[src/rtl/fir_dp_pkg.sv]
package fir_dp_pkg;

  // Fractional bits of every coefficient: 2**COEF_FRAC is unity gain.
  localparam int COEF_FRAC = 27;

  // Triangular weight of tap k in an n-tap symmetric set.
  function automatic int tri_weight(input int k, input int n);
    int lo;
    int hi;
    lo = k;
    hi = n - 1 - k;
    return ((lo < hi) ? lo : hi) + 1;
  endfunction

  // Linear phase set: scaled triangle, symmetric about the centre.
  function automatic longint lin_tap(input int k, input int n);
    longint total;
    longint step;
    total = 0;
    for (int j = 0; j < n; j++) total += longint'(tri_weight(j, n));
    step = (longint'(1) <<< COEF_FRAC) / total;
    return step * longint'(tri_weight(k, n));
  endfunction

  // Minimum phase set: halving weights, heaviest on the newest sample.
  function automatic longint min_tap(input int k);
    if (k > COEF_FRAC - 1) return 0;
    return longint'(1) <<< (COEF_FRAC - 1 - k);
  endfunction

endpackage

[src/rtl/fir_dp_coef_rom.sv]
module fir_dp_coef_rom #(
  parameter int NTAPS  = 16,
  parameter int COEF_W = 28,
  parameter int TAP_AW = $clog2(NTAPS)
) (
  input  logic                     clk,
  input  logic                     rd_en,
  input  logic                     phase,
  input  logic [TAP_AW-1:0]        tap,
  output logic signed [COEF_W-1:0] coef
);
  import fir_dp_pkg::*;

  localparam int DEPTH = 2 * NTAPS;
  localparam int ROM_AW = TAP_AW + 1;

  logic signed [COEF_W-1:0] rom [DEPTH];
  logic [ROM_AW-1:0]        addr;

  // Lower half holds the linear set, upper half the minimum set.
  initial begin
    for (int i = 0; i < NTAPS; i++) begin
      rom[i]         = COEF_W'(lin_tap(i, NTAPS));
      rom[NTAPS + i] = COEF_W'(min_tap(i));
    end
  end

  assign addr = phase ? (ROM_AW'(NTAPS) + ROM_AW'(tap)) : ROM_AW'(tap);

  always_ff @(posedge clk) begin
    if (rd_en) coef <= rom[addr];
  end

endmodule

[src/rtl/fir_dp_delay_line.sv]
module fir_dp_delay_line #(
  parameter int NTAPS  = 16,
  parameter int DATA_W = 24,
  parameter int AW     = $clog2(NTAPS)
) (
  input  logic                     clk,
  input  logic                     rst,
  input  logic                     wr_en,
  input  logic                     wr_clear,
  input  logic signed [DATA_W-1:0] wr_data,
  input  logic                     rd_en,
  input  logic [AW-1:0]            rd_tap,
  output logic signed [DATA_W-1:0] rd_data
);
  localparam int DEPTH = 1 << AW;
  localparam logic [AW:0] FULL = (AW + 1)'(NTAPS);

  logic signed [DATA_W-1:0] mem [DEPTH];
  logic [AW-1:0]            head;
  logic [AW-1:0]            wr_addr;
  logic [AW-1:0]            rd_addr;
  logic [AW:0]              fill;
  logic signed [DATA_W-1:0] mem_q;
  logic                     live_q;

  assign wr_addr = head + AW'(1);
  assign rd_addr = head - rd_tap;

  // Storage: no reset, single write and single registered read port.
  always_ff @(posedge clk) begin
    if (wr_en) mem[wr_addr] <= wr_data;
    if (rd_en) mem_q <= mem[rd_addr];
  end

  // Pointer and occupancy. A clearing write leaves only the new sample.
  always_ff @(posedge clk) begin
    if (rst) begin
      head   <= '0;
      fill   <= '0;
      live_q <= 1'b0;
    end else begin
      if (wr_en) begin
        head <= wr_addr;
        if (wr_clear)          fill <= (AW + 1)'(1);
        else if (fill != FULL) fill <= fill + (AW + 1)'(1);
      end
      if (rd_en) live_q <= ((AW + 1)'(rd_tap) < fill);
    end
  end

  assign rd_data = live_q ? mem_q : '0;

endmodule

[src/rtl/fir_dp_mac.sv]
module fir_dp_mac #(
  parameter int NTAPS  = 16,
  parameter int IN_W   = 24,
  parameter int COEF_W = 28,
  parameter int OUT_W  = 24,
  parameter int TAP_AW = $clog2(NTAPS)
) (
  input  logic                     clk,
  input  logic                     rst,
  input  logic                     start,
  output logic                     rd_en,
  output logic [TAP_AW-1:0]        tap,
  input  logic signed [IN_W-1:0]   sample,
  input  logic signed [COEF_W-1:0] coef,
  output logic                     busy,
  output logic                     res_valid,
  output logic signed [OUT_W-1:0]  res_data
);
  import fir_dp_pkg::*;

  localparam int PROD_W = IN_W + COEF_W;
  localparam int ACC_W  = PROD_W + TAP_AW + 1;
  localparam logic [TAP_AW-1:0] LAST = TAP_AW'(NTAPS - 1);
  localparam logic signed [ACC_W-1:0] HALF = ACC_W'(longint'(1) <<< (COEF_FRAC - 1));
  localparam logic signed [ACC_W-1:0] MAXV = ACC_W'((longint'(1) <<< (OUT_W - 1)) - 1);
  localparam logic signed [ACC_W-1:0] MINV = -MAXV - ACC_W'(1);

  logic                     run;
  logic [TAP_AW-1:0]        tap_q;
  logic                     rd_vld;
  logic                     rd_last;
  logic                     fin;
  logic signed [ACC_W-1:0]  acc;
  logic signed [PROD_W-1:0] prod;
  logic signed [ACC_W-1:0]  rnd;
  logic signed [ACC_W-1:0]  quot;
  logic signed [OUT_W-1:0]  sat;

  assign rd_en = run;
  assign tap   = tap_q;
  assign prod  = sample * coef;

  // Round half up, then clamp to the output range.
  always_comb begin
    rnd  = acc + HALF;
    quot = rnd >>> COEF_FRAC;
    if (quot > MAXV)      sat = MAXV[OUT_W-1:0];
    else if (quot < MINV) sat = MINV[OUT_W-1:0];
    else                  sat = quot[OUT_W-1:0];
  end

  always_ff @(posedge clk) begin
    if (rst) begin
      run       <= 1'b0;
      tap_q     <= '0;
      rd_vld    <= 1'b0;
      rd_last   <= 1'b0;
      fin       <= 1'b0;
      acc       <= '0;
      busy      <= 1'b0;
      res_valid <= 1'b0;
      res_data  <= '0;
    end else begin
      res_valid <= 1'b0;
      fin       <= 1'b0;
      rd_vld    <= run;
      rd_last   <= run && (tap_q == LAST);
      if (start) begin
        run   <= 1'b1;
        tap_q <= '0;
        busy  <= 1'b1;
        acc   <= '0;
      end else if (run) begin
        tap_q <= tap_q + TAP_AW'(1);
        if (tap_q == LAST) run <= 1'b0;
      end
      if (rd_vld) acc <= acc + ACC_W'(prod);
      if (rd_vld && rd_last) fin <= 1'b1;
      if (fin) begin
        res_valid <= 1'b1;
        res_data  <= sat;
        busy      <= 1'b0;
      end
    end
  end

endmodule

[src/rtl/fir_decim_phase.sv]
module fir_decim_phase #(
  parameter int DECIM  = 4,
  parameter int NTAPS  = 16,
  parameter int IN_W   = 24,
  parameter int OUT_W  = 24,
  parameter int COEF_W = 28
) (
  input  logic                    clk,
  input  logic                    rst,
  input  logic                    phase_sel,
  input  logic                    in_valid,
  input  logic signed [IN_W-1:0]  in_data,
  output logic                    out_valid,
  output logic signed [OUT_W-1:0] out_data,
  output logic                    busy,
  output logic                    overrun
);
  localparam int TAP_AW = $clog2(NTAPS);
  localparam int CNT_W  = (DECIM > 1) ? $clog2(DECIM) : 1;
  localparam logic [CNT_W-1:0] CNT_LAST = CNT_W'(DECIM - 1);

  logic [CNT_W-1:0]         grp_cnt;
  logic                     phase_q;
  logic                     accept;
  logic                     grp_start;
  logic                     phase_switch;
  logic                     last_in;
  logic                     mac_rd;
  logic [TAP_AW-1:0]        mac_tap;
  logic signed [IN_W-1:0]   line_q;
  logic signed [COEF_W-1:0] coef_q;

  assign accept       = in_valid && !busy;
  assign grp_start    = accept && (grp_cnt == '0);
  assign phase_switch = grp_start && (phase_sel != phase_q);
  assign last_in      = accept && (grp_cnt == CNT_LAST);

  always_ff @(posedge clk) begin
    if (rst) begin
      grp_cnt <= '0;
      phase_q <= 1'b0;
      overrun <= 1'b0;
    end else begin
      overrun <= in_valid && busy;
      if (accept) grp_cnt <= last_in ? '0 : grp_cnt + CNT_W'(1);
      if (phase_switch) phase_q <= phase_sel;
    end
  end

  fir_dp_delay_line #(
    .NTAPS (NTAPS),
    .DATA_W(IN_W),
    .AW    (TAP_AW)
  ) u_line (
    .clk     (clk),
    .rst     (rst),
    .wr_en   (accept),
    .wr_clear(phase_switch),
    .wr_data (in_data),
    .rd_en   (mac_rd),
    .rd_tap  (mac_tap),
    .rd_data (line_q)
  );

  fir_dp_coef_rom #(
    .NTAPS (NTAPS),
    .COEF_W(COEF_W),
    .TAP_AW(TAP_AW)
  ) u_rom (
    .clk  (clk),
    .rd_en(mac_rd),
    .phase(phase_q),
    .tap  (mac_tap),
    .coef (coef_q)
  );

  fir_dp_mac #(
    .NTAPS (NTAPS),
    .IN_W  (IN_W),
    .COEF_W(COEF_W),
    .OUT_W (OUT_W),
    .TAP_AW(TAP_AW)
  ) u_mac (
    .clk      (clk),
    .rst      (rst),
    .start    (last_in),
    .rd_en    (mac_rd),
    .tap      (mac_tap),
    .sample   (line_q),
    .coef     (coef_q),
    .busy     (busy),
    .res_valid(out_valid),
    .res_data (out_data)
  );

endmodule

[config.mk]
export PLATFORM = sky130hd
export DESIGN_NAME = fir_decim_phase
export DESIGN_NICKNAME = d
export VERILOG_FILES = /design/src/rtl/fir_dp_pkg.sv /design/src/rtl/fir_dp_coef_rom.sv /design/src/rtl/fir_dp_delay_line.sv /design/src/rtl/fir_dp_mac.sv /design/src/rtl/fir_decim_phase.sv
export SDC_FILE = /design/constraint.sdc
export NUM_CORES = 2
export LEC_CHECK = 0
export CAP_MARGIN = 20
export CORE_MARGIN = 1.5
export CORE_UTILIZATION = 60
export CTS_BUF_LIST = sky130_fd_sc_hd__clkbuf_2
export CTS_CLUSTER_DIAMETER = 50
export DETAILED_ROUTE_END_ITERATION = 6
export PLACE_DENSITY_LB_ADDON = 0.2
export RECOVER_POWER = 100
export SETUP_SLACK_MARGIN = 0.3
export SYNTH_ARGS = -nofsm -noshare
export SYNTH_HDL_FRONTEND = slang
export SYNTH_SLANG_ARGS = --single-unit
[constraint.sdc]
create_clock -name clk -period 19.6 [get_ports clk]
set_clock_uncertainty 0.1 [all_clocks]
set_input_delay 3.92 -clock clk [delete_from_list [all_inputs] [get_ports clk]]
set_output_delay 3.92 -clock clk [all_outputs]
set_load 0.01 [all_outputs]
==> results.json <==
{
  "yosysMostFrequentCell": "inv_1",
  "htree_levels": 4,
  "die_w_um": 272,
  "fp-row-count": 98,
  "startpoint_type": "register",
  "hold_viol": 0,
  "clk_pin_slew_ns": 0.11,
  "synth-main-ff-cell": "edfxtp_1",
  "worst_slew_pin_slew_ns": 3.27,
  "cts_buffers": 134,
  "grt_overflow": 0,
  "synth_top_cells_by_count": "inv_1 (802), fa_1 (573), nand2_1 (437), edfxtp_1 (430), ha_1 (246)",
  "routed_wl_um": 109000,
  "clk_path_buf_depth": 3,
  "grt_first_pass_wirelength_um": 171000,
  "layout-drive-gt1-share_pct": 9.25,
  "postCtsSetupRepairBufs": 0,
  "die_height_um": 272,
  "clock_sinks": 535,
  "syn_area_sq_um": 43500,
  "synth_area_leaders": "edfxtp_1 (30%), fa_1 (26%), ha_1 (7.1%), inv_1 (6.9%), mux4_2 (5.0%)",
  "clkLatencyLatePin_ns": 1.27,
  "cts_root_buf": "clkbuf_2",
  "maxCapViolCount": 24,
  "grt_max_degree": 81,
  "r2r-end": "u_mac.acc[51]",
  "synth_cell_types": 74,
  "r2r_slack_ns": 5.31,
  "top_level_ports": 55,
  "period_share_pct": 72.9,
  "multiInputGateArea_sq_um": 24800,
  "io_buffers": 54,
  "dp_hpwl_um": 78000,
  "drc": 0,
  "ant_nets": 0,
  "critPathLaunch": "u_line.live_q",
  "first_pass_iters": 6,
  "synth.area.mux_share_pct": 5.59,
  "crit_type": "register to register",
  "setup_viol": 0,
  "viasPerCell": 5.79,
  "maxSlewHeadroom_pct": -119,
  "cp-end-kind": "register",
  "fin_nets": 4773,
  "worst_r2r_startpoint": "u_line.live_q",
  "n_fill_cell": 5746,
  "setup_ws_ns": 5.31,
  "critPathRequiredTime_ns": 20.61,
  "crit_fanout": 80,
  "grt_use_total_pct": 30.8,
  "netlist.top_cell.by_area": "edfxtp_1",
  "violations": "capacitance limit, slew limit",
  "synth_top_area_share_pct": 29.7,
  "seqCellArea_sq_um": 15000,
  "synth-seq-cells": 535,
  "pre_cts_ws_ns": 9.88,
  "seq_area_frac_synth_pct": 34.5,
  "min_from": "u_mac.rd_last",
  "cts_tree": "done",
  "rsz0062_at_grt": "false",
  "die_area_sq_um": 74200,
  "synth-xor-area-share_pct": 1.85,
  "rr_worst_depth": 26,
  "synth_top_family_by_area": "adder cells",
  "grt_pass1_vias": 30400,
  "drt_iter0_drc": 2283,
  "synth-async-reset-ratio_pct": 0,
  "ys_warn_count": 0,
  "maxSlewViolCount": 815,
  "setup_tns_ns": 0,
  "p_leak_uw": 0.0215,
  "min_period_ns": 14.29,
  "synth_fa_ha_area_share_pct": 33.4,
  "postCtsHoldBufs": 0,
  "syn2layout_area_growth_pct": 5.91,
  "power_density_nw_per_um2": 49.5,
  "vias": 28800,
  "hp-class": "register to register",
  "grt_antenna_before_repair": 10,
  "synth-simple-area-share_pct": 10.4,
  "outcome": "finished with violations",
  "cts_resized": 0,
  "globalplace.congestion": 0.980,
  "synth-compound-area-share_pct": 5.58,
  "wl_per_cell_um": 21.9,
  "initial_core_util_pct": 60.8,
  "syn-num-nets": 4727,
  "fmax_ghz": 0.0700,
  "synth_edf_count": 430,
  "coreArea_sq_um": 71600,
  "syn_avg_cell_area_sq_um": 11.2,
  "arrival_ns": 15.29,
  "synth_cells": 3880,
  "critPathCapture": "u_mac.acc[51]",
  "peakVddDrop_mv": 0.0666
}
state kept, by name, indices dropped and copies added, names as in the netlist, 2 cells and up:
register,cells
u_line.mem,384
u_line.fill,5
u_mac.acc,57
grp_cnt,2
u_line.mem_q,24
u_rom.coef,22
u_mac.res_data,24
u_line.head,4
u_mac.tap,4
stage by stage:
stage,util (%),total power [uW],hold WS (ns),instances,area [sq um]
finish,64.4,2280,0.348,4978,46100
global placement,62.9,1540,0.342,4738,45000
floorplan,-,1460,0.306,3880,43500
detailed placement,62.9,1550,0.323,4740,45100
global route,64.4,2380,0.402,4975,46100
CTS,64.6,2300,0.345,4972,46300
kinds of logic (layout without fill, tap and decap cells):
family | count (synthesis) | after routing
xor gates and xnor gates | 92 | 92
other | 0 | 6
buffers and inverters | 996 | 1138
adders and majority gates | 819 | 819
and+or+nand+nor | 944 | 944
DFF | 535 | 535
AOI/OAI and AO/OA | 371 | 371
muxes | 123 | 123
how the worst min path moves through the flow:
stage / end / slack, ns / depth (start not counted)
2_1_floorplan: u_mac.fin / 0.31 / 1
3_3_place_gp: u_mac.fin / 0.34 / 1
3_5_place_dp: u_mac.fin / 0.32 / 1
4_1_cts: u_mac.fin / 0.34 / 1
5_1_grt: u_mac.fin / 0.40 / 1
6_report: u_mac.fin / 0.35 / 1
cell usage in the layout (no fill, tap or decap), drive strengths merged, types with 12 or more instances in the layout:
cell | netlist | routed
a21o | 29 | 29
nand2b | 12 | 12
a22oi | 24 | 24
or2 | 17 | 17
ha | 246 | 246
dlygate4sd3 | 0 | 52
nor2 | 113 | 113
nor2b | 37 | 37
fa | 573 | 573
inv | 802 | 807
a21oi | 101 | 101
mux2i | 27 | 27
dfxtp | 105 | 105
clkinv | 0 | 41
nand4 | 25 | 25
o21bai | 12 | 12
buf | 16 | 44
nand3 | 39 | 39
edfxtp | 430 | 430
a211oi | 33 | 33
o21ai | 76 | 76
xor2 | 39 | 39
nor3 | 16 | 16
o211ai | 34 | 34
and3 | 189 | 189
and2 | 32 | 32
a31oi | 12 | 12
nand2 | 438 | 438
xnor2 | 53 | 53
mux4 | 96 | 96
clkbuf | 178 | 188
where the power goes:
group	internal (uW)	switching, uW	total (uW)	leakage, uW
combinational	110	157	267	0.0158
clock	307	452	759	0.000911
sequential	1240	10.7	1250	0.00473
total	1660	619	2280	0.0215
cell type report:
class	count	area share, %
Inverter	802	6.53
Clock inverter	51	0.706
Tap cell	950	2.58
Antenna cell	6	0.0326
Multi-Input combinational cell	2349	53.7
Sequential cell	535	32.6
Clock buffer	181	1.97
Timing Repair Buffer	104	1.91
metal layers:
layer	vias up	share of wire (%)	GRT usage [%]
met4	8	3.7	12.1
li1	12800	-	-
met1	14500	40	40.9
met2	1304	48	50.0
met3	242	8.6	6.48
met5	-	0.047	0
critical path, cell delays in order, from the launching register on:
cell and delay, ns:
dfxtp_1 1.82, clkbuf_1 1.50, clkbuf_1 1.81, and2_0 1.22, nand2_1 0.23, fa_1 0.58, inv_1 0.06, fa_1 0.53
inv_1 0.05, fa_1 0.45, fa_1 0.54, inv_1 0.05, fa_1 0.48, fa_1 0.50, inv_1 0.06, fa_1 0.48
inv_1 0.05, ha_1 0.39, nand2_1 0.12, or3_1 0.41, nor3_1 0.19, o21a_2 0.21, o21ai_0 0.26, o41ai_1 1.09
a41oi_2 0.29, or4b_1 0.52, nand3b_1 0.09
Note: power is estimated with default switching activity, not from simulation.
